<file path="config.mk">
export PLATFORM = sky130hd
export DESIGN_NAME = scr_bank
export DESIGN_NICKNAME = d
export VERILOG_FILES = /design/src/rtl/scr_pkg.sv /design/src/rtl/scr_decode.sv /design/src/rtl/scr_sc_reg.sv /design/src/rtl/scr_rw_reg.sv /design/src/rtl/scr_bank.sv
export SDC_FILE = /design/constraint.sdc
export NUM_CORES = 1
export LEC_CHECK = 0
export BUFFER_PORTS_ARGS = -buffer_cell sky130_fd_sc_hd__buf_2
export CORE_UTILIZATION = 30
export DETAILED_ROUTE_END_ITERATION = 12
export PLACE_DENSITY = 0.44
export SLEW_MARGIN = 20
export SYNTH_ARGS = -nofsm -noshare
export SYNTH_HDL_FRONTEND = slang
export SYNTH_HIERARCHICAL = 1
export SYNTH_SLANG_ARGS = --single-unit
</file>
<file path="constraint.sdc">
create_clock -name clk -period 4.3 [get_ports clk]
set_input_delay 0.43 -clock clk [delete_from_list [all_inputs] [get_ports clk]]
set_output_delay 0.43 -clock clk [all_outputs]
set_load 0.005 [all_outputs]
</file>
<file path="src/rtl/scr_pkg.sv">
package scr_pkg;
  localparam int REG_W   = 32;
  localparam int WIN_AW  = 11;            // 2 KB byte window
  localparam int WORD_AW = WIN_AW - 2;

  // word indices (byte offset / 4)
  localparam logic [WORD_AW-1:0] W_VER    = 9'h000; // 00h
  localparam logic [WORD_AW-1:0] W_RETRY  = 9'h002; // 08h
  localparam logic [WORD_AW-1:0] W_BUSOPT = 9'h008; // 20h
  localparam logic [WORD_AW-1:0] W_HC_SET = 9'h014; // 50h
  localparam logic [WORD_AW-1:0] W_HC_CLR = 9'h015; // 54h
  localparam logic [WORD_AW-1:0] W_EV_SET = 9'h020; // 80h
  localparam logic [WORD_AW-1:0] W_EV_CLR = 9'h021; // 84h
  localparam logic [WORD_AW-1:0] W_MASK   = 9'h022; // 88h

  typedef enum logic [3:0] {
    SEL_NONE, SEL_VER, SEL_RETRY, SEL_BUSOPT,
    SEL_HC_SET, SEL_HC_CLR, SEL_EV_SET, SEL_EV_CLR, SEL_MASK
  } sel_e;

  function automatic sel_e decode_word(input logic [WORD_AW-1:0] w);
    case (w)
      W_VER:    return SEL_VER;
      W_RETRY:  return SEL_RETRY;
      W_BUSOPT: return SEL_BUSOPT;
      W_HC_SET: return SEL_HC_SET;
      W_HC_CLR: return SEL_HC_CLR;
      W_EV_SET: return SEL_EV_SET;
      W_EV_CLR: return SEL_EV_CLR;
      W_MASK:   return SEL_MASK;
      default:  return SEL_NONE;
    endcase
  endfunction

  // next value of a set/clear register; hardware set has the last word
  function automatic logic [REG_W-1:0] sc_next(
    input logic [REG_W-1:0] cur,
    input logic [REG_W-1:0] set_bits,
    input logic [REG_W-1:0] clr_bits,
    input logic [REG_W-1:0] hw_bits);
    return (cur & ~clr_bits) | set_bits | hw_bits;
  endfunction

  function automatic logic [REG_W-1:0] masked_view(
    input logic [REG_W-1:0] ev,
    input logic [REG_W-1:0] mask);
    return ev & mask;
  endfunction
endpackage

</file>
<file path="src/rtl/scr_decode.sv">
module scr_decode
  import scr_pkg::*;
(
  input  logic [WORD_AW-1:0] word_addr,
  output sel_e               sel,
  output logic               hit
);
  always_comb begin
    sel = decode_word(word_addr);
    hit = (sel != SEL_NONE);
  end
endmodule

</file>
<file path="src/rtl/scr_sc_reg.sv">
module scr_sc_reg
  import scr_pkg::*;
(
  input  logic             clk,
  input  logic             rst,
  input  logic             set_we,
  input  logic             clr_we,
  input  logic [REG_W-1:0] wdata,
  input  logic [REG_W-1:0] hw_set,
  output logic [REG_W-1:0] q
);
  logic [REG_W-1:0] set_bits, clr_bits;

  always_comb begin
    set_bits = set_we ? wdata : '0;
    clr_bits = clr_we ? wdata : '0;
  end

  always_ff @(posedge clk) begin
    if (rst) q <= '0;
    else     q <= sc_next(q, set_bits, clr_bits, hw_set);
  end
endmodule

</file>
<file path="src/rtl/scr_rw_reg.sv">
module scr_rw_reg
  import scr_pkg::*;
(
  input  logic             clk,
  input  logic             rst,
  input  logic             we,
  input  logic [REG_W-1:0] wdata,
  output logic [REG_W-1:0] q
);
  always_ff @(posedge clk) begin
    if (rst)     q <= '0;
    else if (we) q <= wdata;
  end
endmodule

</file>
<file path="src/rtl/scr_bank.sv">
module scr_bank
  import scr_pkg::*;
#(
  parameter logic [31:0] VERSION_VAL = 32'h0001_0010
) (
  input  logic              clk,
  input  logic              rst,
  input  logic              wr_en,
  input  logic [WIN_AW-1:0] addr,
  input  logic [REG_W-1:0]  wdata,
  output logic [REG_W-1:0]  rdata,
  input  logic [REG_W-1:0]  hw_evt,
  output logic [REG_W-1:0]  hc_ctrl_o,
  output logic              irq
);
  localparam int NUM_RW = 3;   // 0: retry, 1: bus options, 2: mask
  localparam int RW_RETRY = 0;
  localparam int RW_BUSOPT = 1;
  localparam int RW_MASK = 2;

  sel_e sel;
  logic dec_hit;
  logic unused_lsb;
  assign unused_lsb = ^addr[1:0];

  scr_decode u_dec (.word_addr(addr[WIN_AW-1:2]), .sel(sel), .hit(dec_hit));

  // named write events
  logic wr_hc_set, wr_hc_clr, wr_ev_set, wr_ev_clr;
  logic [NUM_RW-1:0] rw_we;
  always_comb begin
    wr_hc_set = wr_en && (sel == SEL_HC_SET);
    wr_hc_clr = wr_en && (sel == SEL_HC_CLR);
    wr_ev_set = wr_en && (sel == SEL_EV_SET);
    wr_ev_clr = wr_en && (sel == SEL_EV_CLR);
    rw_we[RW_RETRY]  = wr_en && (sel == SEL_RETRY);
    rw_we[RW_BUSOPT] = wr_en && (sel == SEL_BUSOPT);
    rw_we[RW_MASK]   = wr_en && (sel == SEL_MASK);
  end

  logic [REG_W-1:0] hc_q, ev_q, mask_q, ev_masked;
  logic [REG_W-1:0] rw_q [NUM_RW];

  scr_sc_reg u_hc (
    .clk(clk), .rst(rst), .set_we(wr_hc_set), .clr_we(wr_hc_clr),
    .wdata(wdata), .hw_set({REG_W{1'b0}}), .q(hc_q));

  scr_sc_reg u_ev (
    .clk(clk), .rst(rst), .set_we(wr_ev_set), .clr_we(wr_ev_clr),
    .wdata(wdata), .hw_set(hw_evt), .q(ev_q));

  for (genvar g = 0; g < NUM_RW; g++) begin : g_rw
    scr_rw_reg u_rw (
      .clk(clk), .rst(rst), .we(rw_we[g]), .wdata(wdata), .q(rw_q[g]));
  end

  assign mask_q    = rw_q[RW_MASK];
  assign ev_masked = masked_view(ev_q, mask_q);
  assign irq       = |ev_masked;
  assign hc_ctrl_o = hc_q;

  always_comb begin
    case (sel)
      SEL_VER:                rdata = VERSION_VAL;
      SEL_RETRY:              rdata = rw_q[RW_RETRY];
      SEL_BUSOPT:             rdata = rw_q[RW_BUSOPT];
      SEL_MASK:               rdata = mask_q;
      SEL_HC_SET, SEL_HC_CLR: rdata = hc_q;
      SEL_EV_SET:             rdata = ev_q;
      SEL_EV_CLR:             rdata = ev_masked;
      default:                rdata = '0;
    endcase
  end
endmodule

</file>
Word level (Yosys, flattened, before mapping)
Index checks and enable logic that the tools add are counted.
- input port bits: 78
- output and inout bits: 65
- bits in registers: 160
- logic and storage cells: 44
- equal/unequal tests: 15
- bitwise gates (word level): 8
- reductions and logical operators: 10
- multiplexer cells: 6
- operator list (cell ; number):
    $pmux 32 s7 ; 1
    $mux 32 ; 4
    $and 32x32->32 ; 3
    $or 32x32->32 ; 3
    $not 32->32 ; 2
    $pmux 4 s8 ; 1
    $reduce_or 32->1 ; 1
    $eq 9x6->1 const B ; 3
    $eq 9x5->1 const B ; 2
    $eq 4x3->1 const B ; 4
    $eq 9x2->1 const B ; 1
    $eq 9x4->1 const B ; 1
    $logic_not 9->1 ; 1
    $eq 4x2->1 const B ; 2
    $logic_and 1x1->1 ; 7
    $eq 4x1->1 const B ; 1
    $eq 4x4->1 const B ; 1
    $reduce_or 2->1 ; 1

Logic depth before layout (Yosys ltp)
- depth in word-level cells: 9
- mapped depth: 12

Cells and area by module
Netlist, hierarchy kept.
- modules (own cells, without submodules) (module ; cells each ; sequential area each (sq um) ; area an instance (sq um) ; instances):
    scr_rw_reg ; 103 ; 640.6 ; 1163.6 ; 3
    scr_sc_reg ; 137 ; 640.6 ; 1460.2 ; 2
    scr_bank ; 204 ; 0.0 ; 1375.1 ; 1
    scr_decode ; 23 ; 0.0 ; 146.4 ; 1

Least setup slack after synthesis
OpenSTA, ideal clock, no wires.
- path kind: input -> register
- start: input addr[5]
- end: register g_rw[1].u_rw.q[0]
- setup slack: 1.558 ns
- data required time: 4.172 ns
- cell stages on the path: 11
- data arrival time: 2.615 ns
- setup time: 0.128 ns
- buffers on the path: 3
- cells stage by stage: or4b_1 > o311a_1 > nor2_1 > nand2_1 > nor3_2 > buf_2 > and2_1 > buf_6 > buf_12 > mux2i_1 > nor2_1
- longest elaborated chain between the ends: 4
- elaborated cells between the ends (all ways): 11
- RTL lines (item ; RTL line ; source):
    start, declared ; scr_bank.sv:9 ; input logic [WIN_AW-1:0] addr,
    $eq 9x6->1, or another cell as far along ; scr_pkg.sv:22 ; case (w)
    $pmux 4 s8 * ; scr_pkg.sv:22 ;
    via sel[1] ; scr_bank.sv:21 ; sel_e sel;
    $eq 4x2->1 * ; scr_bank.sv:37 ; rw_we[RW_BUSOPT] = wr_en && (sel == SEL_BUSOPT);
    $logic_and 1x1->1 * ; scr_bank.sv:37 ;
    via rw_we[1] ; scr_bank.sv:30 ; logic [NUM_RW-1:0] rw_we;
    end signal, assigned ; scr_rw_reg.sv:12 ; else if (we) q <= wdata;
    end, declared ; scr_rw_reg.sv:8 ; output logic [REG_W-1:0] q
Mark *: on every way through the listed nets, which the timed path passes. The rest lies on a longest branch.
A chain may end at the register's enable or synchronous reset.

Final worst setup path
- start: input addr[7]
- end: output rdata[25]
- longest elaborated chain between the ends: 5
- elaborated cells between the ends (all ways): 19
- RTL lines (item ; RTL line ; source):
    $eq 9x6->1, or another cell as far along ; scr_pkg.sv:22 ;
    $pmux 4 s8 * ; scr_pkg.sv:22 ;
    via sel[1] ; scr_bank.sv:21 ;
    $eq 4x3->1 ; scr_bank.sv:63 ; case (sel)
    $reduce_or 2->1 ; scr_bank.sv:63 ;
    $pmux 32 s7 * ; scr_bank.sv:63 ;
    end, declared ; scr_bank.sv:11 ; output logic [REG_W-1:0] rdata,
Marked as above.

==> flow_results.org <==
** Outcome
- Run status :: finished, final reports clean

** Final layout
- In the final layout, the share of cells above drive strength 1 is 0.280.
- The top cell types in the final layout, fill and taps aside, are dfxtp_1, buf_2, nor2_1.
- After routing the design area is 0.00953 sq mm.
- Antenna diode count :: 0
- Most common cell after layout, fill and taps aside :: dfxtp_1
- The area growth from synthesis to layout is 20.7%.
- The final layout contains 1,039 nets.
- Final-layout fill cell count :: 2,656

** STA
- Setup total negative slack on the finished layout was measured at 0 ps.
- The final count of hold timing violations is 0.
- Across all setup checks in the final design, the least slack found is 679 ps.
- Count of final max-slew check failures :: 0
- Unrepaired setup endpoints after global routing :: no
- For the final database, setup skew stands at 0 ps.
- The smallest clock period supported by the final layout is computed as 3620 ps.
- For the pin with the worst max-slew slack, the measured transition is 850 ps.
- # setup viols final :: 0
- Based on the critical path, the design can be clocked at up to 276 MHz.
- Final clock period utilization by the worst path :: 0.842
- Relative max-transition margin :: 0.434

** Clock network
- CTS placed an instance of clkbuf_16 at the clock tree root.
- Gates resized during post-CTS repair numbered 0.
- Cts bufs inserted :: 17
- For this design, the sink count on the clock tree is 160.
- H-tree depth :: 4
- Clock tree from TritonCTS :: done
- Clk pin slew, worst setup/hold paths :: 60 ps
- Clock latency on the worst-skew pair :: 420 ps
- Post-CTS setup buffer count :: 0
- For this design, the CTS-stage hold fixing added 0 buffers.
- The clock passes through at most 2 buffers.

** Route
- The detail route stage leaves a number of antenna-violating nets equal to 0.
- DRC violations left :: 0
- Wire length per cell :: 19.9 microns
- The detailed router placed 6,674 vias in this run.
- After detailed routing, the number of vias per cell comes to 5.11.
- Count of routing violations after the opening detailed-route iteration :: 386
- Total iterations of the first detailed-routing run :: 6
- The routed design has 26,000 microns of wire.

** Placed design
- Half-perimeter wire length of the detailed placement result :: 16,900 microns
- Port buffer count :: 140
- At the placement stage, the worst setup path has a slack of 745 ps.
- In this run the cell area measured after placement is 0.00895 sq mm.
- Routability-driven placement finished with a final weighted congestion of 0.740.

** Global routing
- GR Util All Layers :: 0.199
- Via count of the first global-routing pass :: 6,532
- Entering global routing, the biggest net connects 89 pins.
- Remaining global-route overflow :: 0
- First-pass GRT wire length :: 40,000 microns
- The initial antenna violation count came to 0.

** Die
- Core Footprint :: 0.0259 sq mm
- The die covers 0.0270 sq mm.
- Die extent in x :: 164 microns
- Ports :: 143
- For this configuration, the core starts out at a cell density of 0.305.
- The die is 164 microns tall.
- The floorplan has 59 rows.

** Setup path
- Critical Path End Type :: output pin
- The setup path with the least slack is of type input pin to output pin.
- Of all nets on the critical path, the largest fanout is 13.
- The worst setup path is launched from an input pin.
- STA puts the critical path data required time at 3870 ps.
- STA puts the critical path data arrival time at 3190 ps.

** Synthesis
- Synthesis produced 805 cells.
- Yosys printed 6 warnings.
- Mean cell area of the mapped netlist :: 9.81 sq um
- Total standard cell area after synthesis :: 0.00790 sq mm

** Power and ir drop
- Power density normalized to cell area :: 353 mW/mm^2
- The analysis attributes to cell leakage a power of 0.00388 uW.
- Largest vdd supply drop :: 217 uV

** Job
- Max-capacitance violation count :: 0

** Min path
- Path category of the worst min-delay check :: input pin to flip-flop
[sequential cells by signal, indices dropped and copies added (netlist names)]
signal and count:
u_hc/q 32, u_ev/q 32, g_rw.u_rw/q 96
[final timing paths]
kind                            cells past startpoint  slack (ps)                       startpoint                              end
worst max-delay path                               10         680                          addr[7]                        rdata[25]
worst min register to register                      2         490  g_rw[0].u_rw/q[23]$_SDFFE_PP0P_  g_rw[0].u_rw/q[23]$_SDFFE_PP0P_
worst min-delay path                                3         250                       hw_evt[16]            u_ev/q[16]$_SDFF_PP0_
worst max register to register                      2        3420             u_ev/q[3]$_SDFF_PP0_             u_ev/q[3]$_SDFF_PP0_
[power breakdown]
group / total (uW) / internal, uW / switching, uW
Clock: 1540 / 949 / 593
Sequential: 1570 / 1530 / 44.8
Combinational: 252 / 116 / 136
[metal layers]
| metal | up-vias | track usage | share of wire |
|---|---|---|---|
| li1 | 3276 | - | - |
| met1 | 3237 | 0.289 | 0.51 |
| met2 | 143 | 0.303 | 0.44 |
| met3 | 18 | 0.0301 | 0.036 |
| met4 | 0 | 0.0513 | 0.011 |
| met5 | - | 0 | 0 |
[stage by stage]
| step | cells | total power, uW | hold slack, ps | utilization |
|---|---|---|---|---|
| 3_3_place_gp | 1277 | 1860 | 473 | 0.345 |
| 6_report | 1306 | 3370 | 248 | 0.368 |
| 5_1_grt | 1306 | 3500 | 244 | 0.368 |
| 4_1_cts | 1306 | 3410 | 225 | 0.368 |
| 3_5_place_dp | 1277 | 1860 | 482 | 0.345 |
| 2_1_floorplan | 836 | 1730 | 461 | - |
[critical path, stage by stage]
cell and delay, ps:
buf_2 130, or4b_1 500, o311a_1 150, nor2_2 450
nand2b_1 300, nor2_2 460, buf_4 360, a22oi_1 100
nand3_1 160, buf_2 140
[cell type report]
class                      count  area (sq um)  area share
timing repair buffer         166           952      0.0999
inverter                       2          7.51    0.000787
tap                          335           419      0.0440
clock buffer                  23           478      0.0501
multi-input combinational    614          4370       0.458
clock inverter                 6           108      0.0113
sequential                   160          3200       0.336
Note: power is estimated with default switching activity, not from simulation.
